### config.mk
export PLATFORM = sky130hd
export DESIGN_NAME = conv_trip_guard
export DESIGN_NICKNAME = d
export VERILOG_FILES = /design/src/rtl/trip_pkg.sv /design/src/rtl/trip_chan_cmp.sv /design/src/rtl/trip_limit_bank.sv /design/src/rtl/trip_watchdog.sv /design/src/rtl/trip_fault_latch.sv /design/src/rtl/conv_trip_guard.sv
export SDC_FILE = /design/constraint.sdc
export NUM_CORES = 1
export LEC_CHECK = 0
export BUFFER_PORTS_ARGS = -buffer_cell sky130_fd_sc_hd__clkbuf_2
export CELL_PAD_IN_SITES_DETAIL_PLACEMENT = 0
export CELL_PAD_IN_SITES_GLOBAL_PLACEMENT = 1
export CORE_ASPECT_RATIO = 0.75
export CORE_MARGIN = 8
export CORE_UTILIZATION = 38
export DETAILED_ROUTE_END_ITERATION = 10
export HOLD_SLACK_MARGIN = 0.06
export PLACE_DENSITY = 0.8
export SKIP_CTS_REPAIR_TIMING = 1
export SKIP_LAST_GASP = 1
export SYNTH_ARGS = -nofsm -noshare
export SYNTH_HDL_FRONTEND = slang
export SYNTH_SLANG_ARGS = --single-unit
### constraint.sdc
create_clock -name clk -period 3.7 [get_ports clk]
set_clock_uncertainty 0.05 [all_clocks]
set_input_delay 0.37 -clock clk [delete_from_list [all_inputs] [get_ports clk]]
set_output_delay 0.37 -clock clk [all_outputs]
set_load 0.01 [all_outputs]
### src/rtl/trip_pkg.sv
package trip_pkg;

  // fault bit positions; the priority among simultaneous causes follows
  // these indices, lowest first
  localparam int unsigned FC_W    = 4;
  localparam int unsigned FC_CUR  = 0;
  localparam int unsigned FC_VOLT = 1;
  localparam int unsigned FC_CPU  = 2;
  localparam int unsigned FC_HOST = 3;

  // isolate the lowest set bit of a cause vector
  function automatic logic [FC_W-1:0] lowest_cause(input logic [FC_W-1:0] v);
    logic [FC_W-1:0] neg;
    neg = ~v + {{(FC_W-1){1'b0}}, 1'b1};
    return v & neg;
  endfunction

endpackage

### src/rtl/trip_chan_cmp.sv
module trip_chan_cmp #(
  parameter int unsigned SW = 12
) (
  input  logic          clk,
  input  logic          rst_n,
  input  logic [SW-1:0] sample,
  input  logic          valid,
  input  logic [SW-1:0] limit,
  output logic          over
);

  localparam logic [SW-1:0] MID = {1'b1, {(SW-1){1'b0}}};

  // distance of a unipolar code from the mid-scale zero level
  function automatic logic [SW-1:0] dist_from_mid(input logic [SW-1:0] s);
    if (s >= MID) return s - MID;
    else          return MID - s;
  endfunction

  logic over_now;
  assign over_now = dist_from_mid(sample) > limit;

  // the flag reflects the last valid sample, so a hazard stays present
  // until an in-limit conversion replaces it
  always_ff @(posedge clk or negedge rst_n) begin
    if (!rst_n)     over <= 1'b0;
    else if (valid) over <= over_now;
  end

  p_ignore_invalid_r5: assert property (@(posedge clk) disable iff (!rst_n)
    !valid |=> $stable(over));

  p_valid_exceed_r3: assert property (@(posedge clk) disable iff (!rst_n)
    (valid && over_now) |=> over);

endmodule

### src/rtl/trip_limit_bank.sv
module trip_limit_bank #(
  parameter int unsigned SW     = 12,
  parameter int unsigned N_CUR  = 4,
  parameter int unsigned N_VOLT = 4
) (
  input  logic                        clk,
  input  logic                        rst_n,
  input  logic [(N_CUR+N_VOLT)*SW-1:0] smp_data,
  input  logic                        smp_valid,
  input  logic [N_CUR*SW-1:0]         lim_cur,
  input  logic [N_VOLT*SW-1:0]        lim_volt,
  output logic                        cur_hazard,
  output logic                        volt_hazard
);

  localparam int unsigned N_CH = N_CUR + N_VOLT;

  logic [N_CH-1:0] over_vec;

  for (genvar i = 0; i < N_CH; i++) begin : g_ch
    logic [SW-1:0] lim_i;
    if (i < N_CUR) begin : g_cur
      assign lim_i = lim_cur[i*SW +: SW];
    end else begin : g_volt
      assign lim_i = lim_volt[(i-N_CUR)*SW +: SW];
    end

    trip_chan_cmp #(.SW(SW)) u_cmp (
      .clk    (clk),
      .rst_n  (rst_n),
      .sample (smp_data[i*SW +: SW]),
      .valid  (smp_valid),
      .limit  (lim_i),
      .over   (over_vec[i])
    );
  end

  assign cur_hazard  = |over_vec[N_CUR-1:0];
  assign volt_hazard = |over_vec[N_CH-1:N_CUR];

endmodule

### src/rtl/trip_watchdog.sv
module trip_watchdog #(
  parameter int unsigned TW = 24
) (
  input  logic          clk,
  input  logic          rst_n,
  input  logic          alive,
  input  logic [TW-1:0] timeout,
  output logic          expired
);

  logic          alive_q;
  logic          kick;
  logic [TW-1:0] cnt;

  assign kick    = alive ^ alive_q;
  assign expired = cnt >= timeout;

  // count cycles since the last level change, saturating once expired
  always_ff @(posedge clk or negedge rst_n) begin
    if (!rst_n) begin
      alive_q <= 1'b0;
      cnt     <= '0;
    end else begin
      alive_q <= alive;
      if (kick)          cnt <= '0;
      else if (!expired) cnt <= cnt + TW'(1);
    end
  end

  p_kick_reload_r6: assert property (@(posedge clk) disable iff (!rst_n)
    kick |=> (cnt == '0));

  p_hold_when_expired_r7: assert property (@(posedge clk) disable iff (!rst_n)
    (expired && !kick && $stable(timeout)) |=> $stable(cnt));

endmodule

### src/rtl/trip_fault_latch.sv
module trip_fault_latch
  import trip_pkg::*;
(
  input  logic            clk,
  input  logic            rst_n,
  input  logic [FC_W-1:0] cause,
  input  logic            clear_req,
  output logic [FC_W-1:0] code,
  output logic            tripped,
  output logic            trip_nxt,
  output logic            clear_take
);

  logic [FC_W-1:0] code_nxt;
  logic            any_cause;

  assign any_cause  = |cause;
  assign clear_take = tripped && clear_req && !any_cause;

  always_comb begin
    code_nxt = code;
    trip_nxt = tripped;
    if (!tripped && any_cause) begin
      trip_nxt = 1'b1;
      code_nxt = lowest_cause(cause);
    end else if (clear_take) begin
      trip_nxt = 1'b0;
      code_nxt = '0;
    end
  end

  always_ff @(posedge clk or negedge rst_n) begin
    if (!rst_n) begin
      tripped <= 1'b0;
      code    <= '0;
    end else begin
      tripped <= trip_nxt;
      code    <= code_nxt;
    end
  end

  p_code_onehot_r9: assert property (@(posedge clk) disable iff (!rst_n)
    $onehot0(code));

  p_first_kept_r9: assert property (@(posedge clk) disable iff (!rst_n)
    (tripped && !clear_take) |=> $stable(code));

  p_cause_trips_r8: assert property (@(posedge clk) disable iff (!rst_n)
    any_cause |=> tripped);

  p_clear_only_idle_r10: assert property (@(posedge clk) disable iff (!rst_n)
    (tripped && any_cause) |=> tripped);

  p_clear_taken_r10: assert property (@(posedge clk) disable iff (!rst_n)
    clear_take |=> (!tripped && code == '0));

endmodule

### src/rtl/conv_trip_guard.sv
module conv_trip_guard
  import trip_pkg::*;
#(
  parameter int unsigned SW     = 12,
  parameter int unsigned N_CUR  = 4,
  parameter int unsigned N_VOLT = 4,
  parameter int unsigned GATES  = 12,
  parameter int unsigned TW     = 24
) (
  input  logic                         clk,
  input  logic                         rst_n,
  input  logic [(N_CUR+N_VOLT)*SW-1:0] smp_data,
  input  logic                         smp_valid,
  input  logic [N_CUR*SW-1:0]          lim_cur,
  input  logic [N_VOLT*SW-1:0]         lim_volt,
  input  logic                         cpu_beat,
  input  logic                         host_alive,
  input  logic [TW-1:0]                cpu_timeout,
  input  logic [TW-1:0]                host_timeout,
  input  logic [GATES-1:0]             gate_req,
  input  logic                         clear_req,
  output logic [GATES-1:0]             gate_out,
  output logic [FC_W-1:0]              fault_code,
  output logic                         tripped
);

  logic            cur_hazard;
  logic            volt_hazard;
  logic            cpu_lost;
  logic            host_lost;
  logic [FC_W-1:0] cause;
  logic            trip_nxt;
  logic            clear_take;
  logic [GATES-1:0] gate_q;

  trip_limit_bank #(.SW(SW), .N_CUR(N_CUR), .N_VOLT(N_VOLT)) u_limits (
    .clk         (clk),
    .rst_n       (rst_n),
    .smp_data    (smp_data),
    .smp_valid   (smp_valid),
    .lim_cur     (lim_cur),
    .lim_volt    (lim_volt),
    .cur_hazard  (cur_hazard),
    .volt_hazard (volt_hazard)
  );

  trip_watchdog #(.TW(TW)) u_cpu_wd (
    .clk     (clk),
    .rst_n   (rst_n),
    .alive   (cpu_beat),
    .timeout (cpu_timeout),
    .expired (cpu_lost)
  );

  trip_watchdog #(.TW(TW)) u_host_wd (
    .clk     (clk),
    .rst_n   (rst_n),
    .alive   (host_alive),
    .timeout (host_timeout),
    .expired (host_lost)
  );

  always_comb begin
    cause          = '0;
    cause[FC_CUR]  = cur_hazard;
    cause[FC_VOLT] = volt_hazard;
    cause[FC_CPU]  = cpu_lost;
    cause[FC_HOST] = host_lost;
  end

  trip_fault_latch u_latch (
    .clk        (clk),
    .rst_n      (rst_n),
    .cause      (cause),
    .clear_req  (clear_req),
    .code       (fault_code),
    .tripped    (tripped),
    .trip_nxt   (trip_nxt),
    .clear_take (clear_take)
  );

  // every gate bit is its own register, forced to zero as one word
  always_ff @(posedge clk or negedge rst_n) begin
    if (!rst_n)        gate_q <= '0;
    else if (trip_nxt) gate_q <= '0;
    else               gate_q <= gate_req;
  end

  assign gate_out = gate_q;

  p_gates_off_r8: assert property (@(posedge clk) disable iff (!rst_n)
    tripped |-> (gate_out == '0));

  p_clear_resumes_r2: assert property (@(posedge clk) disable iff (!rst_n)
    clear_take |=> (gate_out == $past(gate_req)));

endmodule

==> results.md, run 1 <==
- Status: finished, final reports clean
- Vias: 8382
- Nets: 1801
- WP buf/inv: 1
- Critical Path Start Type: flip-flop
- First-pass GRT wire length: 40800 µm
- Least-Margin Pin Slew: 1.03 ns
- CP arrival: 3.39 ns
- Iter 0 DRT Violations: 418
- Hold Crit Class: input pin to flip-flop
- Endpoints failing setup: 0
- Sequential share of the synthesized area: 21.4%
- Crit path time final: 3.22 ns
- Grt ovf: 0
- CTS max path bufs: 2
- EDFF count, synth: 0
- Total power: 2.77 mW
- # rows: 48
- Critical path depth: 9
- Synth area leader: ha_1
- Vias in the first global route: 8088
- Crit-path slowest cell: nor2_1
- GPL Wtd Cong: 0.872
- Syn Nets: 1535
- Wirelength per Cell: 14.9 µm
- Total track usage: 17.4%
- Post-Syn Area per Cell: 7.82 µm²
- Clock sink count: 75
- P per Cell Area: 257 nW/µm²
- Worst Reg-to-Reg Cells: 9
- Async SR Flop Fraction: 100%
- RSZ-0062 raised after global routing: no
- Area grow syn2layout: 23.1%
- Post-DRT Antenna Nets: 0
- Critical Path End Type: flip-flop
- Post-Syn Area: 8780 µm²
- ANT cells: 0
- Max_cap viols: 0
- Core Region: 22900 µm²
- Final Hold Viols: 0
- Worst r2r dst: u_latch.code[0]
- Top post-synthesis cells by area: ha_1, dfrtp_1, inv_1
- Cell family with most CP delay: simple AND/OR/NAND/NOR gates
- Count of state elements after synthesis: 75
- Hold_ws: 0.108 ns
- Total negative slack: 0 ns
- Setup ws final: 0.480 ns
- Origin of the critical flop-to-flop path: u_cpu_wd.cnt[0]
- CTS clk-pin slew, worst paths: 0.07 ns
- CP Cell Sequence: inv_1 -> ha_1 -> nand2b_1 -> a2111oi_0 -> o32a_1 -> a21oi_4 -> nor2_1 -> nand4_1 -> o311a_1
- Final core occ: 47.2%
- Die area: 28300 µm²
- # DRC: 0
- Vias per cell: 4.95
- Max-slew violation count: 0
- Root Buffer: clkbuf_16
- Pre-antenna DRT Iters: 5
- Slew Limit Headroom: 31.6%
- Worst Path Max Fanout: 17
- Pre-CTS WS: 0.509 ns
- Top FF cell, synth: dfrtp_1
- Yosys cell types: 59
- Reg-to-reg setup timing slack: 0.48 ns
- Leak: 5.99 nW
- Most frequent cells in the layout: clkbuf_2, inv_1, ha_1
- CTS tree: yes
- Count of buffers from port buffering: 274
- Detailed Place HPWL: 21600 µm
- Period Utilization, post-route: 87.0%
- Clk Latency, worst-skew pair: 0.34 ns
- CTS H-tree depth: 3
- Die span in x: 192 µm
- Max incr delay on CP: 0.82 ns
- Syn Inst Count: 1123
- Fmax: 311 MHz
- TritonCTS buffer count: 9
- Synthesis Warnings: 0
- CP required: 3.87 ns
- Share of the synthesized area in the top cell type: 21.9%
- Largest net degree at the start of global routing: 76
- Layout cell share with drive strength beyond 1: 22.1%
- Starting Density: 38.4%
- CP startpoint: u_cpu_wd.cnt[0]
- WL final: 25200 µm
- Die outline height: 148 µm
- Kind of critical path: flip-flop to flip-flop
- Initial antenna violation count: 0
- CP Capture Point: u_latch.code[0]
- Peak supply drop: 0.226 mV
- IO Count: 275
- Commonest non-fill, non-tap cell in the layout: clkbuf_2
==> cell families after synthesis <==
logic type               count (synthesis)  share of synthesized area (%)
buffers and inverters                  197                           8.51
multiplexers                            11                           1.38
AO/OA/AOI/OAI                          200                           14.7
flip-flops                              75                           21.4
AND/OR/NAND/NOR                        380                           21.6
adder cells (fa/ha/maj)                154                           21.9
XOR/XNOR                               106                           10.6
==> layout make-up <==
cell class	instances	area, µm²
Timing Repair Buffer	278	1420
Fill cell	2334	12100
Clock inverter	6	87.6
Multi-Input combinational cell	851	6160
Tap cell	300	375
Clock buffer	10	239
Sequential cell	75	1880
Inverter	174	653
==> Yosys cell counts, drive strengths merged, types with 21 or more instances <==
| cell type | count |
|---|---|
| nor2 | 131 |
| xor2 | 64 |
| nand2 | 48 |
| xnor2 | 42 |
| nand4 | 30 |
| o21ai | 32 |
| a21oi | 84 |
| ha | 154 |
| nor3 | 51 |
| inv | 174 |
| a21o | 21 |
| dfrtp | 75 |
==> metal layers <==
metal  global-route usage (%)  vias to the layer above  part of all wire, %
met4                     2.57                        0                 0.75
met3                     4.28                       14                  6.3
li1                         -                     4412                    -
met1                     25.1                     3749                   50
met5                        0                        -                    0
met2                     26.4                      207                   43
==> sequential cells by signal, summed over array words and instances, names as in the netlist <==
register / cells
u_latch.tripped: 1
u_cpu_wd.alive_q: 1
u_cpu_wd.cnt: 24
u_host_wd.alive_q: 1
gate_out: 12
u_host_wd.cnt: 24
u_limits.g_ch.u_cmp.over: 8
u_latch.code: 4
==> how the worst min path moves through the flow <==
stage               start  slack (ns)  depth (start not counted)                 to
4_1_cts        host_alive        0.09                          1  u_host_wd.alive_q
2_1_floorplan       rst_n        0.02                          0        gate_out[0]
3_3_place_gp   host_alive        0.46                          1  u_host_wd.alive_q
6_report       host_alive        0.11                          1  u_host_wd.alive_q
3_5_place_dp   host_alive        0.46                          1  u_host_wd.alive_q
5_1_grt        host_alive         0.1                          1  u_host_wd.alive_q
==> through the flow <==
stage	cells	area, µm²
3_5_place_dp	1678	10500
5_1_grt	1694	10800
6_report	1694	10800
4_1_cts	1694	10800
3_3_place_gp	1678	10500
2_1_floorplan	1123	8780
==> power by group <==
group / internal (mW) / switching, mW
Combinational: 0.415 / 0.478
Sequential: 0.865 / 0.0423
Clock: 0.610 / 0.363
Note: power is estimated with default switching activity, not from simulation.
==> run 2, diff against run 1 <==
ABC_AREA = 0   (was unset)
CORE_MARGIN = 2   (was 8)
==> results.md, run 2 (same netlist as run 1, synthesis figures left out) <==
- Status: finished, final reports clean
- Core Region: 22800 µm² (-0.26%)
- CTS clk-pin slew, worst paths: 0.06 ns (about the same)
- Wirelength per Cell: 13.9 µm (-6.6%)
- Vias per cell: 4.93 (-0.45%)
- Most frequent cells in the layout: clkbuf_2, inv_1, ha_1
- CTS tree: yes
- Count of buffers from port buffering: 274 (unchanged)
- CP arrival: 3.32 ns (-0.07 ns)
- Cell family with most CP delay: simple AND/OR/NAND/NOR gates
- Pre-antenna DRT Iters: 7 (+2)
- Vias in the first global route: 8089 (+0.012%)
- # rows: 48 (unchanged)
- Max incr delay on CP: 0.55 ns (-0.27 ns)
- TritonCTS buffer count: 9 (unchanged)
- Kind of critical path: flip-flop to flip-flop
- WL final: 23500 µm (-6.5%)
- # DRC: 0 (unchanged)
- Final Hold Viols: 0 (unchanged)
- Total power: 2.67 mW (-3.9%)
- Die outline height: 136 µm (-8.1%)
- Final core occ: 47.2% (-0.051 points)
- Area grow syn2layout: 22.6%
- CP Cell Sequence: ha_1 -> nand4_1 -> or4_1 -> o32a_1 -> a21oi_4 -> or2_1 -> nor3_2 -> o311a_1
- Crit path time final: 3.16 ns (-0.0589 ns)
- Slew Limit Headroom: 31.7% (+0.19 points)
- Hold Crit Class: input pin to flip-flop
- Initial antenna violation count: 0 (unchanged)
- Die area: 24400 µm² (-14%)
- Critical Path Start Type: flip-flop
- CTS max path bufs: 2 (unchanged)
- RSZ-0062 raised after global routing: no
- Worst Path Max Fanout: 17 (unchanged)
- Post-Place Cells: 1679 (+0.060%)
- Number of fill cells: 2311 (-0.99%)
- Vias: 8349 (-0.39%)
- GPL Wtd Cong: 0.871 (-0.14%)
- Max_cap viols: 0 (unchanged)
- First-pass GRT wire length: 38900 µm (-4.7%)
- Layout cell share with drive strength beyond 1: 22.1% (about the same)
- Least-Margin Pin Slew: 1.02 ns (-0.00281 ns)
- Nets: 1802 (+0.056%)
- ANT cells: 0 (unchanged)
- Post-DRT Antenna Nets: 0 (unchanged)
- Detailed Place HPWL: 20000 µm (-7.4%)
- CP required: 3.86 ns (about the same)
- Largest net degree at the start of global routing: 76 (unchanged)
- Critical Path End Type: flip-flop
- Clk Latency, worst-skew pair: 0.34 ns (about the same)
- Total track usage: 19.2% (+1.8 points)
- Die span in x: 180 µm (-6.3%)
- IO Count: 275 (unchanged)
- Endpoints failing setup: 0 (unchanged)
- Total negative slack: 0 ns (unchanged)
- CTS H-tree depth: 3 (unchanged)
- Leak: 5.97 nW (-0.30%)
- Max-slew violation count: 0 (unchanged)
- Fmax: 316 MHz (+1.9%)
- WP buf/inv: 0 (-1)
- Peak supply drop: 0.192 mV (-15%)
- Starting Density: 38.5% (+0.10 points)
- Iter 0 DRT Violations: 356 (-15%)
- Grt ovf: 0 (unchanged)
- P per Cell Area: 248 nW/µm² (-3.5%)
- Clock sink count: 75 (unchanged)
- Fin cells: 1695 (+0.059%)
- Root Buffer: clkbuf_16
- Crit-path slowest cell: or4_1
- Commonest non-fill, non-tap cell in the layout: clkbuf_2
- Period Utilization, post-route: 85.4% (-1.6 points)
==> run 2: cell count changes in the layout (fill, tap and decap cells not counted), sizes merged <==
| cell | previous run | this run |
|---|---|---|
| clkinvlp | 0 | 1 |
| clkbuf | 283 | 286 |
| clkinv | 3 | 2 |
| inv | 175 | 174 |
| buf | 5 | 6 |
| bufinv | 2 | 0 |
==> run 2: path summary, 6_finish.rpt <==
path	start	to	slack (ns)	cells past startpoint
setup / recovery	u_cpu_wd.cnt[13]	u_latch.code[1]	0.54	8
hold / removal	host_alive	u_host_wd.alive_q	0.12	1
setup reg to reg	u_cpu_wd.cnt[13]	u_latch.code[1]	0.54	8
hold reg to reg	u_limits.g_ch[4].u_cmp.over	u_limits.g_ch[4].u_cmp.over	0.47	2
max in group asynchronous	rst_n	u_cpu_wd.cnt[15]	2.78	1
min in group asynchronous	rst_n	u_host_wd.cnt[6]	0.15	1
==> run 2: layout make-up <==
| type | instances | area, µm² | area share (%) |
|---|---|---|---|
| Multi-Input combinational cell | 851 | 6160 | 57.2 |
| Sequential cell | 75 | 1880 | 17.4 |
| Timing Repair Buffer | 279 | 1410 | 13.1 |
| Inverter | 174 | 653 | 6.07 |
| Tap cell | 300 | 375 | 3.49 |
| Clock buffer | 13 | 270 | 2.51 |
| Clock inverter | 3 | 21.3 | 0.198 |
==> run 2: layer usage <==
layer	track usage, %	vias up	part of all wire (%)
li1	-	4417	-
met1	27.2	3726	51
met2	30.8	193	44
met3	3.68	13	4.7
met4	3.39	0	0.90
met5	0	-	0
==> run 2: where the power goes <==
group | switching (mW) | internal (mW) | leakage (nW) | total, mW
Combinational | 0.482 | 0.416 | 4.80 | 0.898
Clock | 0.352 | 0.510 | 0.142 | 0.862
Sequential | 0.0415 | 0.866 | 1.02 | 0.907
==> run 2: metrics by stage <==
stage          cell area [µm²]  hold WS (ns)  setup WS (ns)
2_1_floorplan             8780        0.0244          0.987
3_3_place_gp             10500         0.459          0.562
3_5_place_dp             10500         0.458          0.477
4_1_cts                  10800         0.105          0.517
5_1_grt                  10800         0.103          0.316
6_report                 10800         0.121          0.539
==> run 3, diff against run 2 <==
RECOVER_POWER = 100   (was unset)
==> results.md, run 3 (same netlist as run 1, synthesis figures left out) <==
- Total power: 2.66 mW (-0.33%)
- TritonCTS buffer count: 9 (unchanged)
- Commonest non-fill, non-tap cell in the layout: clkbuf_2
- Reg-to-reg setup timing slack: 0.37 ns (-0.16 ns)
- CTS H-tree depth: 3 (unchanged)
- Worst r2r dst: u_latch.code[1]
- Period Utilization, post-route: 89.9% (+4.5 points)
- Post-DRT Antenna Nets: 0 (unchanged)
- Nets: 1802 (unchanged)
- Core Region: 22800 µm² (unchanged)
- # DRC: 0 (unchanged)
- Iter 0 DRT Violations: 359 (+0.84%)
- Largest net degree at the start of global routing: 76 (unchanged)
- Count of buffers from port buffering: 274 (unchanged)
- Status: complete, but fails checks
- WL final: 23500 µm (about the same)
- Leak: 5.86 nW (-1.8%)
- Final core occ: 47.0% (-0.21 points)
- Max_cap viols: 1 (+1)
- CTS max path bufs: 2 (unchanged)
- Sw Ratio: 32.9% (+0.098 points)
- Detailed Place HPWL: 20000 µm (unchanged)
- Vias per cell: 4.91 (-0.35%)
- P per Cell Area: 248 nW/µm² (+0.13%)
- First-pass GRT wire length: 38900 µm (unchanged)
- Cell area after layout: 10700 µm² (-0.45%)
- Wirelength per Cell: 13.9 µm (about the same)
- Crit path time final: 3.33 ns (+0.165 ns)
- Origin of the critical flop-to-flop path: u_cpu_wd.cnt[13]
- Hold Crit Class: input pin to flip-flop
- Least-Margin Pin Slew: 1.97 ns (+0.950 ns)
- Switching pwr: 875 µW (about the same)
- Vias: 8320 (-0.35%)
- # rows: 48 (unchanged)
- Initial antenna violation count: 0 (unchanged)
- Grt ovf: 0 (unchanged)
- Worst Path Max Fanout: 17 (unchanged)
- Layout cell share with drive strength beyond 1: 19.9% (-2.2 points)
- ANT cells: 0 (unchanged)
- Final Hold Viols: 0 (unchanged)
- Clock share of power: 32.5% (+0.2 points)
- Number of fill cells: 2333 (+0.95%)
- IO Count: 275 (unchanged)
- Total track usage: 19.2% (unchanged)
- Placed Instance Area: 10500 µm² (unchanged)
- Vias in the first global route: 8089 (unchanged)
- Critical Path Start Type: flip-flop
- Kind of critical path: flip-flop to flip-flop
- Clk Latency, worst-skew pair: 0.34 ns (about the same)
- Area grow syn2layout: 22.0%
- Pre-antenna DRT Iters: 5 (-2)
- Most frequent cells in the layout: clkbuf_2, inv_1, ha_1
- CTS clk-pin slew, worst paths: 0.06 ns (about the same)
- CP required: 3.86 ns (about the same)
- Logic pwr share: 33.4% (-0.3 points)
- Clock sink count: 75 (unchanged)
- Endpoints failing setup: 0 (unchanged)
- Post-Place Cells: 1679 (unchanged)
- Root Buffer: clkbuf_16
- Sequential power share: 34.1% (about the same)
- Total negative slack: 0 ns (unchanged)
- Worst Reg-to-Reg Cells: 8 (unchanged)
- CP Capture Point: u_latch.code[1]
- Max-slew violation count: 76 (+76)
- GPL Wtd Cong: 0.871 (unchanged)
- CP arrival: 3.49 ns (+0.17 ns)
- Critical Path End Type: flip-flop
- Starting Density: 38.5% (unchanged)
- Peak supply drop: 0.193 mV (+0.30%)
- Die area: 24400 µm² (unchanged)
- Fmax: 301 MHz (-5.0%)
- Pint: 1.78 mW (-0.47%)
- Die span in x: 180 µm (unchanged)
- Failing checks: max-capacitance violations, max-slew violations
- Fin cells: 1695 (unchanged)
- CP startpoint: u_cpu_wd.cnt[13]
- Slew Limit Headroom: -31.6% (-63 points)
- Die outline height: 136 µm (unchanged)
- RSZ-0062 raised after global routing: no
- CTS tree: yes
## run 3: cell count changes in the layout (fill, tap and decap cells not counted), moves of 2 or more
cell / delta
or2_1: -2
buf_4: -3
and2_0: +6
and2_1: -6
clkbuf_1: +29
or2_0: +2
clkbuf_2: -26
## run 3: worst max-delay path: stages, from the launching register on
cell and delay [ns]:
dfrtp_1 0.43, ha_1 0.31, nand4_1 0.15, or4_1 0.55, o32a_1 0.33, a21oi_4 0.40, or2_0 0.45, nor3_1 0.15
o311a_1 0.37
## run 3: metrics by stage
stage                     setup WS, ns  hold slack (ns)
final                            0.374            0.129
after global routing             0.173            0.112
after CTS                        0.517            0.105
after detailed placement         0.477            0.458
after global placement           0.562            0.459
after floorplan                  0.987           0.0244
## run 3: layout make-up
cell class / count / area [µm²] / share of cell area (%)
clock inverters: 3 / 21.3 / 0.198
multi-input cells: 851 / 6150 / 57.4
flip-flops and latches: 75 / 1880 / 17.5
clock buffers: 13 / 270 / 2.52
repair buffers: 279 / 1370 / 12.8
well taps: 300 / 375 / 3.50
inverters: 174 / 653 / 6.09
## run 3: power by group through the flow
stage,clock network [mW],logic [mW],registers [mW]
2_1_floorplan,0,0.540,0.919
3_3_place_gp,0,0.887,0.923
3_5_place_dp,0,0.899,0.923
4_1_cts,0.889,0.907,0.908
5_1_grt,0.920,1.03,0.914
6_report,0.863,0.889,0.907
## run 3: layer usage
metal / track usage, % / up-vias / part of all wire, %
li1: - / 4414 / -
met2: 30.8 / 188 / 44
met4: 3.39 / 0 / 0.93
met1: 27.2 / 3704 / 51
met3: 3.68 / 14 / 4.5
met5: 0 / - / 0
## run 3: worst min-delay path by stage
stage                    start                 to  slack, ns  cells past startpoint
floorplan                rst_n        gate_out[0]       0.02                      0
global placement    host_alive  u_host_wd.alive_q       0.46                      1
detailed placement  host_alive  u_host_wd.alive_q       0.46                      1
CTS                 host_alive  u_host_wd.alive_q       0.11                      1
global route        host_alive  u_host_wd.alive_q       0.11                      1
finish              host_alive  u_host_wd.alive_q       0.13                      1
